$ cat config.mk
export PLATFORM = sky130hd
export DESIGN_NAME = rtc_cal_core
export DESIGN_NICKNAME = d
export VERILOG_FILES = /design/src/rtl/rtc_cal_pkg.sv /design/src/rtl/rtc_commit_slot.sv /design/src/rtl/rtc_calendar.sv /design/src/rtl/rtc_cal_core.sv
export SDC_FILE = /design/constraint.sdc
export NUM_CORES = 1
export LEC_CHECK = 0
export ABC_AREA = 0
export BUFFER_PORTS_ARGS = -buffer_cell sky130_fd_sc_hd__buf_4
export CORE_MARGIN = 10
export CORE_UTILIZATION = 44
export CTS_CLUSTER_DIAMETER = 60
export CTS_CLUSTER_SIZE = 20
export DETAILED_ROUTE_END_ITERATION = 8
export PLACE_DENSITY_LB_ADDON = 0.12
export SLEW_MARGIN = 20
export SYNTH_ARGS = -nofsm -noshare
export SYNTH_HDL_FRONTEND = slang
export SYNTH_HIERARCHICAL = 1
export SYNTH_SLANG_ARGS = --single-unit
$ cat constraint.sdc
create_clock -name clk -period 2.58 [get_ports clk]
set_input_delay 0.387 -clock clk [delete_from_list [all_inputs] [get_ports clk]]
set_output_delay 0.387 -clock clk [all_outputs]
set_load 0.05 [all_outputs]
$ cat src/rtl/rtc_cal_pkg.sv
package rtc_cal_pkg;

    localparam logic [15:0] UNLOCK_KEY = 16'h16AA;

    localparam int CTRL_OSC_BIT  = 0;
    localparam int CTRL_DATE_BSY = 7;
    localparam int CTRL_TIME_BSY = 8;
    localparam int CTRL_ALM_BSY  = 9;

    localparam logic [1:0] SEL_CTRL  = 2'd0;
    localparam logic [1:0] SEL_TIME  = 2'd1;
    localparam logic [1:0] SEL_DATE  = 2'd2;
    localparam logic [1:0] SEL_ALARM = 2'd3;

    typedef struct packed {
        logic [4:0] hour;
        logic [5:0] min;
        logic [5:0] sec;
    } clock_f_t;

    typedef struct packed {
        logic       leap;
        logic [5:0] year;
        logic [3:0] mon;
        logic [4:0] day;
    } cal_f_t;

    localparam int CLOCK_W = $bits(clock_f_t);
    localparam int CAL_W   = $bits(cal_f_t);

    function automatic logic [4:0] month_len(input logic [3:0] mon, input logic leap);
        logic [4:0] n;
        case (mon)
            4'd2:                    n = leap ? 5'd29 : 5'd28;
            4'd4, 4'd6, 4'd9, 4'd11: n = 5'd30;
            default:                 n = 5'd31;
        endcase
        return n;
    endfunction

    function automatic logic leap_of(input logic [5:0] count);
        return (count[1:0] == 2'b10);
    endfunction

    function automatic logic [31:0] pack_clock(input clock_f_t t);
        return {11'd0, t.hour, 2'd0, t.min, 2'd0, t.sec};
    endfunction

    function automatic logic [31:0] pack_cal(input cal_f_t d);
        return {9'd0, d.leap, d.year, 4'd0, d.mon, 3'd0, d.day};
    endfunction

endpackage

$ cat src/rtl/rtc_commit_slot.sv
module rtc_commit_slot #(
    parameter int W       = 32,
    parameter int LAT     = 4,
    parameter logic [W-1:0] INIT = '0
) (
    input  logic         clk,
    input  logic         rst_n,
    input  logic         start,
    input  logic [W-1:0] din,
    output logic         busy,
    output logic         fire,
    output logic [W-1:0] pend
);
    localparam int CW = $clog2(LAT + 1);
    localparam logic [CW-1:0] LAT_C = CW'(LAT);

    typedef struct packed {
        logic [CW-1:0] cnt;
        logic [W-1:0]  data;
    } slot_t;

    slot_t s_d, s_q;

    always_comb begin
        s_d = s_q;
        if (s_q.cnt != '0) begin
            s_d.cnt = s_q.cnt - 1'b1;
        end else if (start) begin
            s_d.cnt  = LAT_C;
            s_d.data = din;
        end
    end

    always_ff @(posedge clk or negedge rst_n) begin
        if (!rst_n) begin
            s_q.cnt  <= '0;
            s_q.data <= INIT;
        end else begin
            s_q <= s_d;
        end
    end

    assign busy = (s_q.cnt != '0);
    assign fire = (s_q.cnt == CW'(1));
    assign pend = s_q.data;

endmodule

$ cat src/rtl/rtc_calendar.sv
module rtc_calendar
    import rtc_cal_pkg::*;
(
    input  logic     clk,
    input  logic     rst_n,
    input  logic     tick,
    input  logic     ld_clock,
    input  clock_f_t clock_in,
    input  logic     ld_cal,
    input  cal_f_t   cal_in,
    output clock_f_t clock_out,
    output cal_f_t   cal_out
);
    typedef struct packed {
        clock_f_t t;
        cal_f_t   d;
    } cal_state_t;

    cal_state_t c_d, c_q;
    logic       day_carry;

    always_comb begin
        c_d       = c_q;
        day_carry = 1'b0;

        if (tick) begin
            if (c_q.t.sec >= 6'd59) begin
                c_d.t.sec = '0;
                if (c_q.t.min >= 6'd59) begin
                    c_d.t.min = '0;
                    if (c_q.t.hour >= 5'd23) begin
                        c_d.t.hour = '0;
                        day_carry  = 1'b1;
                    end else begin
                        c_d.t.hour = c_q.t.hour + 5'd1;
                    end
                end else begin
                    c_d.t.min = c_q.t.min + 6'd1;
                end
            end else begin
                c_d.t.sec = c_q.t.sec + 6'd1;
            end
        end

        if (ld_clock) begin
            c_d.t     = clock_in;
            day_carry = 1'b0;
        end

        if (day_carry) begin
            if (c_q.d.day >= month_len(c_q.d.mon, c_q.d.leap)) begin
                c_d.d.day = 5'd1;
                if (c_q.d.mon >= 4'd12) begin
                    c_d.d.mon  = 4'd1;
                    c_d.d.year = c_q.d.year + 6'd1;
                    c_d.d.leap = leap_of(c_q.d.year + 6'd1);
                end else begin
                    c_d.d.mon = c_q.d.mon + 4'd1;
                end
            end else begin
                c_d.d.day = c_q.d.day + 5'd1;
            end
        end

        if (ld_cal) begin
            c_d.d = cal_in;
        end
    end

    always_ff @(posedge clk or negedge rst_n) begin
        if (!rst_n) begin
            c_q.t      <= '0;
            c_q.d.leap <= 1'b0;
            c_q.d.year <= '0;
            c_q.d.mon  <= 4'd1;
            c_q.d.day  <= 5'd1;
        end else begin
            c_q <= c_d;
        end
    end

    assign clock_out = c_q.t;
    assign cal_out   = c_q.d;

endmodule

$ cat src/rtl/rtc_cal_core.sv
module rtc_cal_core
    import rtc_cal_pkg::*;
#(
    parameter int COMMIT_CYC = 4
) (
    input  logic        clk,
    input  logic        rst_n,
    input  logic        tick_1hz,
    input  logic        wr_en,
    input  logic [1:0]  wr_sel,
    input  logic [31:0] wr_data,
    output logic [31:0] ctrl_rd,
    output logic [31:0] time_rd,
    output logic [31:0] date_rd,
    output logic [31:0] alarm_rd,
    output logic        osc_ext
);
    typedef struct packed {
        logic osc;
    } ctrl_t;

    ctrl_t    k_d, k_q;
    clock_f_t clock_wr, clock_pend, clock_now;
    cal_f_t   cal_wr, cal_pend, cal_now;
    logic     t_busy, t_fire, d_busy, d_fire, a_busy, a_fire;
    logic [31:0] a_pend;
    logic     wr_time, wr_date, wr_alarm;

    assign clock_wr = '{hour: wr_data[20:16], min: wr_data[13:8], sec: wr_data[5:0]};
    assign cal_wr   = '{leap: wr_data[22], year: wr_data[21:16],
                        mon: wr_data[11:8], day: wr_data[4:0]};

    assign wr_time  = wr_en && (wr_sel == SEL_TIME);
    assign wr_date  = wr_en && (wr_sel == SEL_DATE);
    assign wr_alarm = wr_en && (wr_sel == SEL_ALARM);

    always_comb begin
        k_d = k_q;
        if (wr_en && (wr_sel == SEL_CTRL) && (wr_data[31:16] == UNLOCK_KEY)) begin
            k_d.osc = wr_data[CTRL_OSC_BIT];
        end
    end

    always_ff @(posedge clk or negedge rst_n) begin
        if (!rst_n) begin
            k_q <= '0;
        end else begin
            k_q <= k_d;
        end
    end

    rtc_commit_slot #(.W(CLOCK_W), .LAT(COMMIT_CYC), .INIT('0)) i_time_slot (
        .clk   (clk),
        .rst_n (rst_n),
        .start (wr_time),
        .din   (clock_wr),
        .busy  (t_busy),
        .fire  (t_fire),
        .pend  (clock_pend)
    );

    rtc_commit_slot #(.W(CAL_W), .LAT(COMMIT_CYC), .INIT('0)) i_date_slot (
        .clk   (clk),
        .rst_n (rst_n),
        .start (wr_date),
        .din   (cal_wr),
        .busy  (d_busy),
        .fire  (d_fire),
        .pend  (cal_pend)
    );

    rtc_commit_slot #(.W(32), .LAT(COMMIT_CYC), .INIT('0)) i_alarm_slot (
        .clk   (clk),
        .rst_n (rst_n),
        .start (wr_alarm),
        .din   (wr_data),
        .busy  (a_busy),
        .fire  (a_fire),
        .pend  (a_pend)
    );

    logic [31:0] alarm_d, alarm_q;

    always_comb begin
        alarm_d = alarm_q;
        if (a_fire) begin
            alarm_d = a_pend;
        end
    end

    always_ff @(posedge clk or negedge rst_n) begin
        if (!rst_n) begin
            alarm_q <= '0;
        end else begin
            alarm_q <= alarm_d;
        end
    end

    rtc_calendar i_cal (
        .clk       (clk),
        .rst_n     (rst_n),
        .tick      (tick_1hz),
        .ld_clock  (t_fire),
        .clock_in  (clock_pend),
        .ld_cal    (d_fire),
        .cal_in    (cal_pend),
        .clock_out (clock_now),
        .cal_out   (cal_now)
    );

    always_comb begin
        ctrl_rd                = '0;
        ctrl_rd[CTRL_OSC_BIT]  = k_q.osc;
        ctrl_rd[CTRL_DATE_BSY] = d_busy;
        ctrl_rd[CTRL_TIME_BSY] = t_busy;
        ctrl_rd[CTRL_ALM_BSY]  = a_busy;
    end

    assign time_rd  = pack_clock(clock_now);
    assign date_rd  = pack_cal(cal_now);
    assign alarm_rd = alarm_q;
    assign osc_ext  = k_q.osc;

endmodule

# Yosys cells after proc, flatten, opt, wreduce, memory -nomap -nowiden
# Cells that the tools add are included.
[word_totals] regBits=140 in_bits=38 output_inout_bits=129
[classes] n_addsub=9 n_lt_le_gt_ge=5 n_eq_ne=13 muxes=27 n_bitwise=3 n_reduce_logical=26
[ops] op="two-way mux 35 bit" n=1
[ops] op="two-way mux 17 bit" n=2
[ops] op="two-way mux 16 bit" n=2
[ops] op="two-way mux 11 bit" n=2
[ops] op="two-way mux 20 bit" n=1
[ops] op="two-way mux 5 bit" n=4
[ops] op="two-way mux 19 bit" n=1
[ops] op="adder 6 x 1 -> 6 bit, second input constant" n=3
[ops] op="nonzero test 2 bit" n=9
[ops] op="equality test 16 x 13 -> 1 bit, second input constant" n=1
[ops] op=">= comparator 6 bit, second input constant" n=2
[ops] op="two-way mux 6 bit" n=2
[ops] op="adder 5 x 1 -> 5 bit, second input constant" n=2
[ops] op="one-hot mux 5 bit (2 select lines)" n=1
[ops] op="AND reduction 2 bit" n=5
[ops] op="equality test 3 x 1 -> 1 bit, second input constant" n=3
[ops] op="two-way mux 3 bit" n=3
[ops] op="nonzero test 3 bit" n=3
[ops] op="subtractor 3 x 1 -> 3 bit, second input constant" n=3
[ops] op="equality test 4 x 3 -> 1 bit, second input constant" n=2
[ops] op="equality test 4 bit, second input constant" n=2
[ops] op="two-way mux 7 bit" n=1
[ops] op="equality test 2 bit, second input constant" n=3
[ops] op="two-way mux 1 bit" n=6
[ops] op="12 further kinds" n=19

# Logic depth before layout (Yosys ltp)
# Gate-level depths: netlist (run 1).
[logic_depth] depth_word=11 mapped_depth=12 mapped_depth_nobuf=11

# By module
# Netlist (run 1), hierarchy kept.
[by_module_without_submodules] mod="rtc_calendar" n_inst=1 cells_each=252 area_per_inst_um2=2229.6
[by_module_without_submodules] mod="rtc_cal_core" n_inst=1 cells_each=146 area_per_inst_um2=1788.0
[by_module_without_submodules] mod="rtc_commit_slot at i_alarm_slot" n_inst=1 cells_each=112 area_per_inst_um2=1580.3
[by_module_without_submodules] mod="rtc_commit_slot at i_time_slot" n_inst=1 cells_each=65 area_per_inst_um2=900.9
[by_module_without_submodules] mod="rtc_commit_slot at i_date_slot" n_inst=1 cells_each=62 area_per_inst_um2=857.1

# Worst setup path before layout (run 1)
# No wires, ideal clock.
[synth_path] path_kind="register to register" start="register i_cal.c_q (netlist bit i_cal/cal_out[5])" end="register i_cal.c_q (netlist bit i_cal/cal_out[7])" setup_time_ps=143 arrival_ps=2708 required_ps=2437 path_slack_ps=-271 path_stages_with_launch=13 cell_sequence="dfstp_2 inv_1 ha_1 o21ai_0 o21ai_0 o21ai_0 ha_1 nand2b_1 a211oi_1 nor2_1 clkbuf_1 a41oi_1 o221ai_1"
[synth_via] elab_chain_len=7 elab_cells_between_ends=17 cone_classes="add/sub: 1; order compare: 2; eq/ne: 5; mux: 6; reduce/logical: 3"
[synth_rtl] item="from (decl)" line="rtc_calendar.sv:19" source="cal_state_t c_d, c_q;"
[synth_rtl] item="equality test 4 x 3 -> 1 bit or equality test 4 bit (tied branches)" line="rtc_cal_pkg.sv:33" source="case (mon)"
[synth_rtl] item="OR reduction 4 bit" line="rtc_cal_pkg.sv:33"
[synth_rtl] item="one-hot mux 5 bit (2 select lines)" line="rtc_cal_pkg.sv:33"
[synth_rtl] item="two-way mux 5 bit" line="rtc_calendar.sv:50" source="if (day_carry) begin"
[synth_rtl] item=">= comparator 5 bit" line="rtc_calendar.sv:51" source="if (c_q.d.day >= month_len(c_q.d.mon, c_q.d.leap)) begin"
[synth_rtl] item="nonzero test 2 bit (no line)"
[synth_rtl] item="AND reduction 2 bit (no line)"
# Several ways; a longest one is shown, not always the timed one. The select of a mux whose other input is x is not followed.
# A chain may end at the register's enable or synchronous reset.

# Worst setup path after layout (run 1)
[layout_path] start="register i_cal.c_q (netlist bit i_cal/cal_out[5])" end="register i_cal.c_q (netlist bit i_cal/cal_out[13])"
[layout_via] elab_chain_len=7 elab_cells_between_ends=13 cone_classes="order compare: 2; eq/ne: 5; mux: 2; reduce/logical: 4"
[layout_rtl] item="equality test 4 x 3 -> 1 bit or equality test 4 bit (tied branches)" line="rtc_cal_pkg.sv:33"
[layout_rtl] item="OR reduction 4 bit" line="rtc_cal_pkg.sv:33"
[layout_rtl] item="one-hot mux 5 bit (2 select lines)" line="rtc_cal_pkg.sv:33"
[layout_rtl] item="two-way mux 5 bit" line="rtc_calendar.sv:50"
[layout_rtl] item=">= comparator 5 bit" line="rtc_calendar.sv:51"
[layout_rtl] item="nonzero test 2 bit (no line)"
[layout_rtl] item="AND reduction 3 bit (no line) *"
# Mark *: on every way between the ends. The rest lies on a longest branch, timed or not. The select of a mux whose other input is x is not followed.

==> results of run 1 <==
## power by group
part / total (mW) / leakage, nW / internal (mW) / switching (mW)
clock: 2.60 / 0.313 / 1.69 / 0.909
combinational: 5.87 / 1.87 / 2.24 / 3.63
sequential: 4.13 / 1.69 / 3.28 / 0.855
total: 12.6 / 3.88 / 7.21 / 5.39
## registers in the layout (all words and copies together) (netlist names)
name	cells
i_date_slot/s_q	3
osc_ext	1
i_cal/clock_out	17
i_cal/cal_out	16
i_alarm_slot/pend	32
alarm_rd	32
i_time_slot/pend	17
i_date_slot/pend	16
i_time_slot/s_q	3
i_alarm_slot/s_q	3
## critical path: stages (launching register included)
cell and delay, ps:
dfstp_4 650, inv_6 50, ha_4 150, o21ai_1 110, o21ai_1 70, o21ai_1 150
ha_1 250, nand2b_4 150, a211oi_4 230, buf_4 160, nor2_4 50, a41o_1 250
o211a_1 220
## cells by family (layout without fill, tap and decap cells)
family / count (synthesis) / count (layout) / share of synthesized area
fa+ha+maj: 12 / 12 / 0.02041
compound gates: 87 / 87 / 0.08165
simple gates: 133 / 133 / 0.1089
buf+inv: 161 / 179 / 0.1550
mux: 103 / 103 / 0.1570
other cells: 1 / 59 / 0.0005098
flops: 140 / 140 / 0.4766
## path summary, 6_finish.rpt
kind / start / end / slack [ps] / cells past startpoint
min: wr_data[7] / i_alarm_slot/pend[7] / 200 / 2
max in group asynchronous: rst_n / i_cal/cal_out[0] / 1290 / 3
max reg2reg: i_cal/cal_out[5] / i_cal/cal_out[13] / -30 / 12
max: i_cal/cal_out[5] / i_cal/cal_out[13] / -30 / 12
min reg2reg: i_time_slot/pend[9] / i_cal/clock_out[9] / 470 / 1
min in group asynchronous: rst_n / alarm_rd[29] / 500 / 2
## per-stage QoR
| step | total power [mW] | worst slack, ps | hold slack, ps | cells | cell area (um2) |
|---|---|---|---|---|---|
| after floorplan | 8.900 | 13.04 | 91.41 | 695 | 7597 |
| after global placement | 9.702 | -115.6 | 397.0 | 895 | 7755 |
| after detailed placement | 9.844 | -197.3 | 404.6 | 895 | 7755 |
| after CTS | 12.59 | 3.872 | 188.3 | 932 | 8459 |
| after global routing | 13.35 | -127.3 | 192.5 | 933 | 8574 |
| final | 12.60 | -26.45 | 204.4 | 933 | 8574 |
## area by class of cell
| class | count | area share |
|---|---|---|
| clock buffers | 21 | 0.05487 |
| clock inverters | 11 | 0.01926 |
| inverters | 13 | 0.006275 |
| multi-input cells | 394 | 0.3581 |
| flip-flops and latches | 140 | 0.4095 |
| well taps | 220 | 0.03210 |
| repair buffers | 134 | 0.1199 |
## synth_stat cells (4+ instances only)
cell	instances	share of area
buf_4	132	0.13
nand4_1	6	0.0051
inv_1	11	0.0056
nor2_1	24	0.012
mux2_2	94	0.14
a21oi_1	12	0.0082
nand3_1	9	0.0061
ha_1	12	0.020
mux2i_1	4	0.0054
and2_1	6	0.0051
nand2_1	37	0.019
o21ai_0	28	0.019
clkbuf_1	9	0.0046
dfrtp_1	138	0.47
nor3_1	8	0.0054
nand2b_1	9	0.0077
a221o_1	4	0.0054
mux2_1	5	0.0077
and3_1	7	0.0060
buf_6	5	0.0077
a211oi_1	5	0.0051
a22oi_1	5	0.0051
## layer usage
layer	track usage	part of all wire	routed length (um)	vias to the layer above
met2	0.2293	0.45	7648	186
met5	0	0	0	-
met1	0.1872	0.43	7203	2309
met3	0.06553	0.10	1767	19
li1	-	-	-	2189
met4	0.04956	0.013	218	0
## repair_timing
item                                    in CTS  in global routing
gates resized for setup                     10                 20
endpoints found under the setup margin      13                 16
hold buffers                                 1                  0
endpoints found under the hold margin       59                  0
buffers inserted                             4                  1
pin swaps                                    6                 10
==> flow_metrics.py, run 1 <==
metrics = {
    "clocking": {
        "cts_buffers": 17,
        "tritoncts": "yes",
        "clk_pin_slew_ps": 50,
        "clock_latency_ps": 420,
        "clock_sinks": 140,
        "cts_max_level": 4,
        "ctsLongestPathBuffers": 2,
        "clockRootBuffer": "clkbuf_16",
    },
    "worst_setup_path": {
        "end_kind": "flip-flop",
        "crit_type": "reg -> reg",
        "cp_max_fo": 6,
        "cp-start-kind": "flip-flop",
        "worstPathArrival_ps": 2900,
        "cp.required_ps": 2880,
    },
    "job": {
        "cap_viol_max_count": 0,
    },
    "finish": {
        "drive_gt1_frac": 0.4180,
        "area.sequential_um2": 3511,
        "n_antenna_cell": 0,
        "area_delta_synth_final_pct": 16.57,
        "mostFrequentLayoutCell": "dfrtp_1",
        "multi_input_area_um2": 3070,
        "final_cell_mix": "dfrtp_1 (137), buf_4 (130), mux2_2 (94)",
        "fin_util": 0.5207,
        "final.fill_count": 1477,
        "nets": 750,
    },
    "global_route": {
        "grt_pass1_vias": 4998,
        "antenna_found_initial": 0,
        "grt.total_usage": 0.1504,
        "grt_pass1_wl_mm": 26.54,
        "grt_max_degree": 63,
        "overflow": 0,
    },
    "floorplan": {
        "num_rows": 47,
        "coreArea_um2": 16470,
        "die_w_um": 149.3,
        "start_util": 0.4467,
        "die-area_um2": 22290,
        "die_height_um": 149.3,
        "pin_count": 167,
    },
    "route": {
        "drt-initial-drc-count": 269,
        "wl_per_cell_um": 18.05,
        "postRouteAntennaNets": 0,
        "route.detailed.drc": 0,
        "routed_wl_mm": 16.84,
        "via_per_inst": 5.041,
        "vias": 4703,
        "dr.pass1.iters": 4,
    },
    "place": {
        "buffer_ports.inserted": 107,
        "hpwl_mm": 12.47,
        "gp_congestion": 0.8342,
    },
    "sta": {
        "finClkSkew_ps": 8.010,
        "max_freq_ghz": 0.3837,
        "worstMarginPinSlew_ps": 595.1,
        "finalSetupTns_ps": -43.71,
        "rsz0062_at_grt": "true",
        "slew_violations": 0,
        "slew_headroom": 0.6033,
        "finalCritPeriodShare": 1.010,
        "fin_crit_ps": 2606,
        "layout_setup_ws_ps": -26.45,
        "hold_viol_final": 0,
        "setup_viol": 2,
    },
    "pwr": {
        "p_leak_nw": 3.875,
        "ir_drop_mv": 0.8375,
        "p_per_area_nw_per_um2": 1470,
    },
    "synth": {
        "syn_inst": 637,
        "netlist_area_um2": 7356,
        "synth_async_sr_flop_share": 1.000,
        "synth_seq_cells": 140,
        "ys_warn_count": 6,
        "ys.flop_type": "dfrtp_1",
        "synth_edf_count": 0,
        "ys_seq_area_frac": 0.4766,
        "avgSynthCellArea_um2": 11.55,
        "yosys.cell_types.count": 61,
    },
    "run_status": {
        "violations": "setup timing",
        "status": "finished, violations left",
    },
    "worst_hold_path": {
        "hold_path_class": "in -> reg",
    },
}
No activity file was read; power rests on OpenSTA's default activity.
==> run 2: changes to the inputs <==
--- a/config.mk
+++ b/config.mk
@@ -7,12 +7,14 @@
 export LEC_CHECK = 0
 export ABC_AREA = 0
 export BUFFER_PORTS_ARGS = -buffer_cell sky130_fd_sc_hd__buf_4
-export CORE_MARGIN = 10
+export CORE_ASPECT_RATIO = 1.75
+export CORE_MARGIN = 2
 export CORE_UTILIZATION = 44
 export CTS_CLUSTER_DIAMETER = 60
 export CTS_CLUSTER_SIZE = 20
 export DETAILED_ROUTE_END_ITERATION = 8
 export PLACE_DENSITY_LB_ADDON = 0.12
+export SKIP_LAST_GASP = 1
 export SLEW_MARGIN = 20
 export SYNTH_ARGS = -nofsm -noshare
 export SYNTH_HDL_FRONTEND = slang
==> flow_metrics.py, run 2 (synthesis gave the netlist of run 1 again) <==
metrics = {
    "route": {
        "route.detailed.drc": 0,
        "vias": 4712,
        "dr.pass1.iters": 4,
        "via_per_inst": 5.040,
        "wl_per_cell_um": 16.88,
        "routed_wl_mm": 15.78,
        "drt-initial-drc-count": 195,
        "postRouteAntennaNets": 0,
    },
    "place": {
        "dp_slack_ps": -191.8,
        "gp_congestion": 0.8124,
        "placedCellCount": 896,
        "hpwl_mm": 11.39,
        "place_area_um2": 7737,
        "buffer_ports.inserted": 107,
    },
    "finish": {
        "drive_gt1_frac": 0.4163,
        "n_antenna_cell": 0,
        "fin_cells": 935,
        "fin_util": 0.5190,
        "area_delta_synth_final_pct": 15.48,
        "mostFrequentLayoutCell": "dfrtp_1",
        "final_area_um2": 8494,
        "final_cell_mix": "dfrtp_1 (137), buf_4 (126), mux2_2 (94)",
        "nets": 748,
    },
    "pwr": {
        "power_switching_mw": 5.506,
        "switching_share": 0.4471,
        "ir_drop_mv": 0.6764,
        "p_int_mw": 6.810,
        "pwr-share-clk": 0.190,
        "p_leak_nw": 3.817,
        "total_power_mw": 12.32,
        "p_comb_frac": 0.475,
        "seqPwrFrac": 0.335,
        "p_per_area_nw_per_um2": 1450,
    },
    "floorplan": {
        "start_util": 0.4494,
        "coreArea_um2": 16370,
        "die_height_um": 175.0,
        "die_w_um": 101.7,
        "die-area_um2": 17810,
        "pin_count": 167,
        "num_rows": 62,
    },
    "sta": {
        "slew_violations": 0,
        "worstMarginPinSlew_ps": 527.0,
        "slew_headroom": 0.6487,
        "max_freq_ghz": 0.3897,
        "finalCritPeriodShare": 0.9946,
        "setup_viol": 0,
        "finClkSkew_ps": 11.76,
        "hold_viol_final": 0,
        "hold_ws_ps": 194.8,
        "layout_setup_ws_ps": 13.98,
        "rsz0062_at_grt": "true",
        "finalSetupTns_ps": 0,
        "fin_crit_ps": 2566,
    },
    "global_route": {
        "grt_max_degree": 64,
        "overflow": 0,
        "grt.total_usage": 0.1835,
        "grt_pass1_wl_mm": 25.36,
        "grt_pass1_vias": 4851,
        "antenna_found_initial": 0,
    },
    "worst_hold_path": {
        "hold_path_class": "in -> reg",
    },
    "worst_setup_path": {
        "crit_type": "reg -> reg",
        "cp_slowest_cell": "dfstp_4",
        "cp_max_fo": 5,
        "max_stage_delay_ps": 660,
        "cp_top_family": "compound AO/OA/AOI/OAI gates",
        "end_kind": "flip-flop",
        "cp-start-kind": "flip-flop",
        "cpMostUsedCell": "o21ai_1",
        "cp.required_ps": 2880,
        "worstPathArrival_ps": 2870,
        "path_cells": "inv_6, ha_4, o21ai_2, o21ai_1, o21ai_1, ha_1, nand2b_4, a211oi_4, buf_6, nor2_4, a41o_1, o211a_1",
        "worst-path-buf-inv": 2,
    },
    "clocking": {
        "clock_latency_ps": 420,
        "ctsLongestPathBuffers": 2,
        "cts_buffers": 17,
        "tritoncts": "yes",
        "clockRootBuffer": "clkbuf_16",
        "clock_sinks": 140,
        "cts_max_level": 4,
        "clk_pin_slew_ps": 70,
    },
    "run_status": {
        "status": "complete, no violations",
    },
    "job": {
        "cap_viol_max_count": 0,
    },
}
run 2: repair_timing:
action,4_1_cts,5_1_grt
resized for setup,10,19
pin swaps,6,10
hold buffers,1,0
endpoints found under the hold margin,50,0
buffers inserted,4,1
cloned,1,0
setup endpoints to repair,12,16
run 2: worst paths after layout:
kind / cells after the start / startpoint / to / slack [ps]
worst min-delay path: 2 / wr_data[14] / i_alarm_slot/pend[14] / 190
worst max-delay path: 12 / i_cal/cal_out[5] / i_cal/cal_out[13] / 10
worst min register to register: 2 / i_time_slot/pend[12] / i_cal/clock_out[12] / 470
min in group asynchronous: 2 / rst_n / alarm_rd[28] / 490
worst max register to register: 12 / i_cal/cal_out[5] / i_cal/cal_out[13] / 10
max in group asynchronous: 3 / rst_n / i_cal/cal_out[5] / 1340
run 2: layout make-up:
type                    instances  area (um2)
flip-flops and latches        140        3511
repair buffers                131        1010
well taps                     224       280.3
fillers                      1459        7874
clock buffers                  17       425.4
inverters                      13       53.80
clock inverters                15       142.6
multi-input cells             395        3072
run 2: layer usage:
layer / GRT usage / vias up / part of all wire
met3: 0.04320 / 10 / 0.049
met1: 0.2184 / 2343 / 0.39
met4: 0.05968 / 0 / 0.011
met5: 0 / - / 0
li1: - / 2192 / -
met2: 0.3204 / 167 / 0.55
run 2: power by group through the flow:
stage / clock [mW] / combinational, mW / sequential [mW]
2_1_floorplan: 0 / 3.32 / 5.58
3_3_place_gp: 0 / 5.52 / 4.11
3_5_place_dp: 0 / 5.60 / 4.17
4_1_cts: 2.41 / 5.75 / 4.14
5_1_grt: 2.50 / 6.23 / 4.30
6_report: 2.34 / 5.85 / 4.13
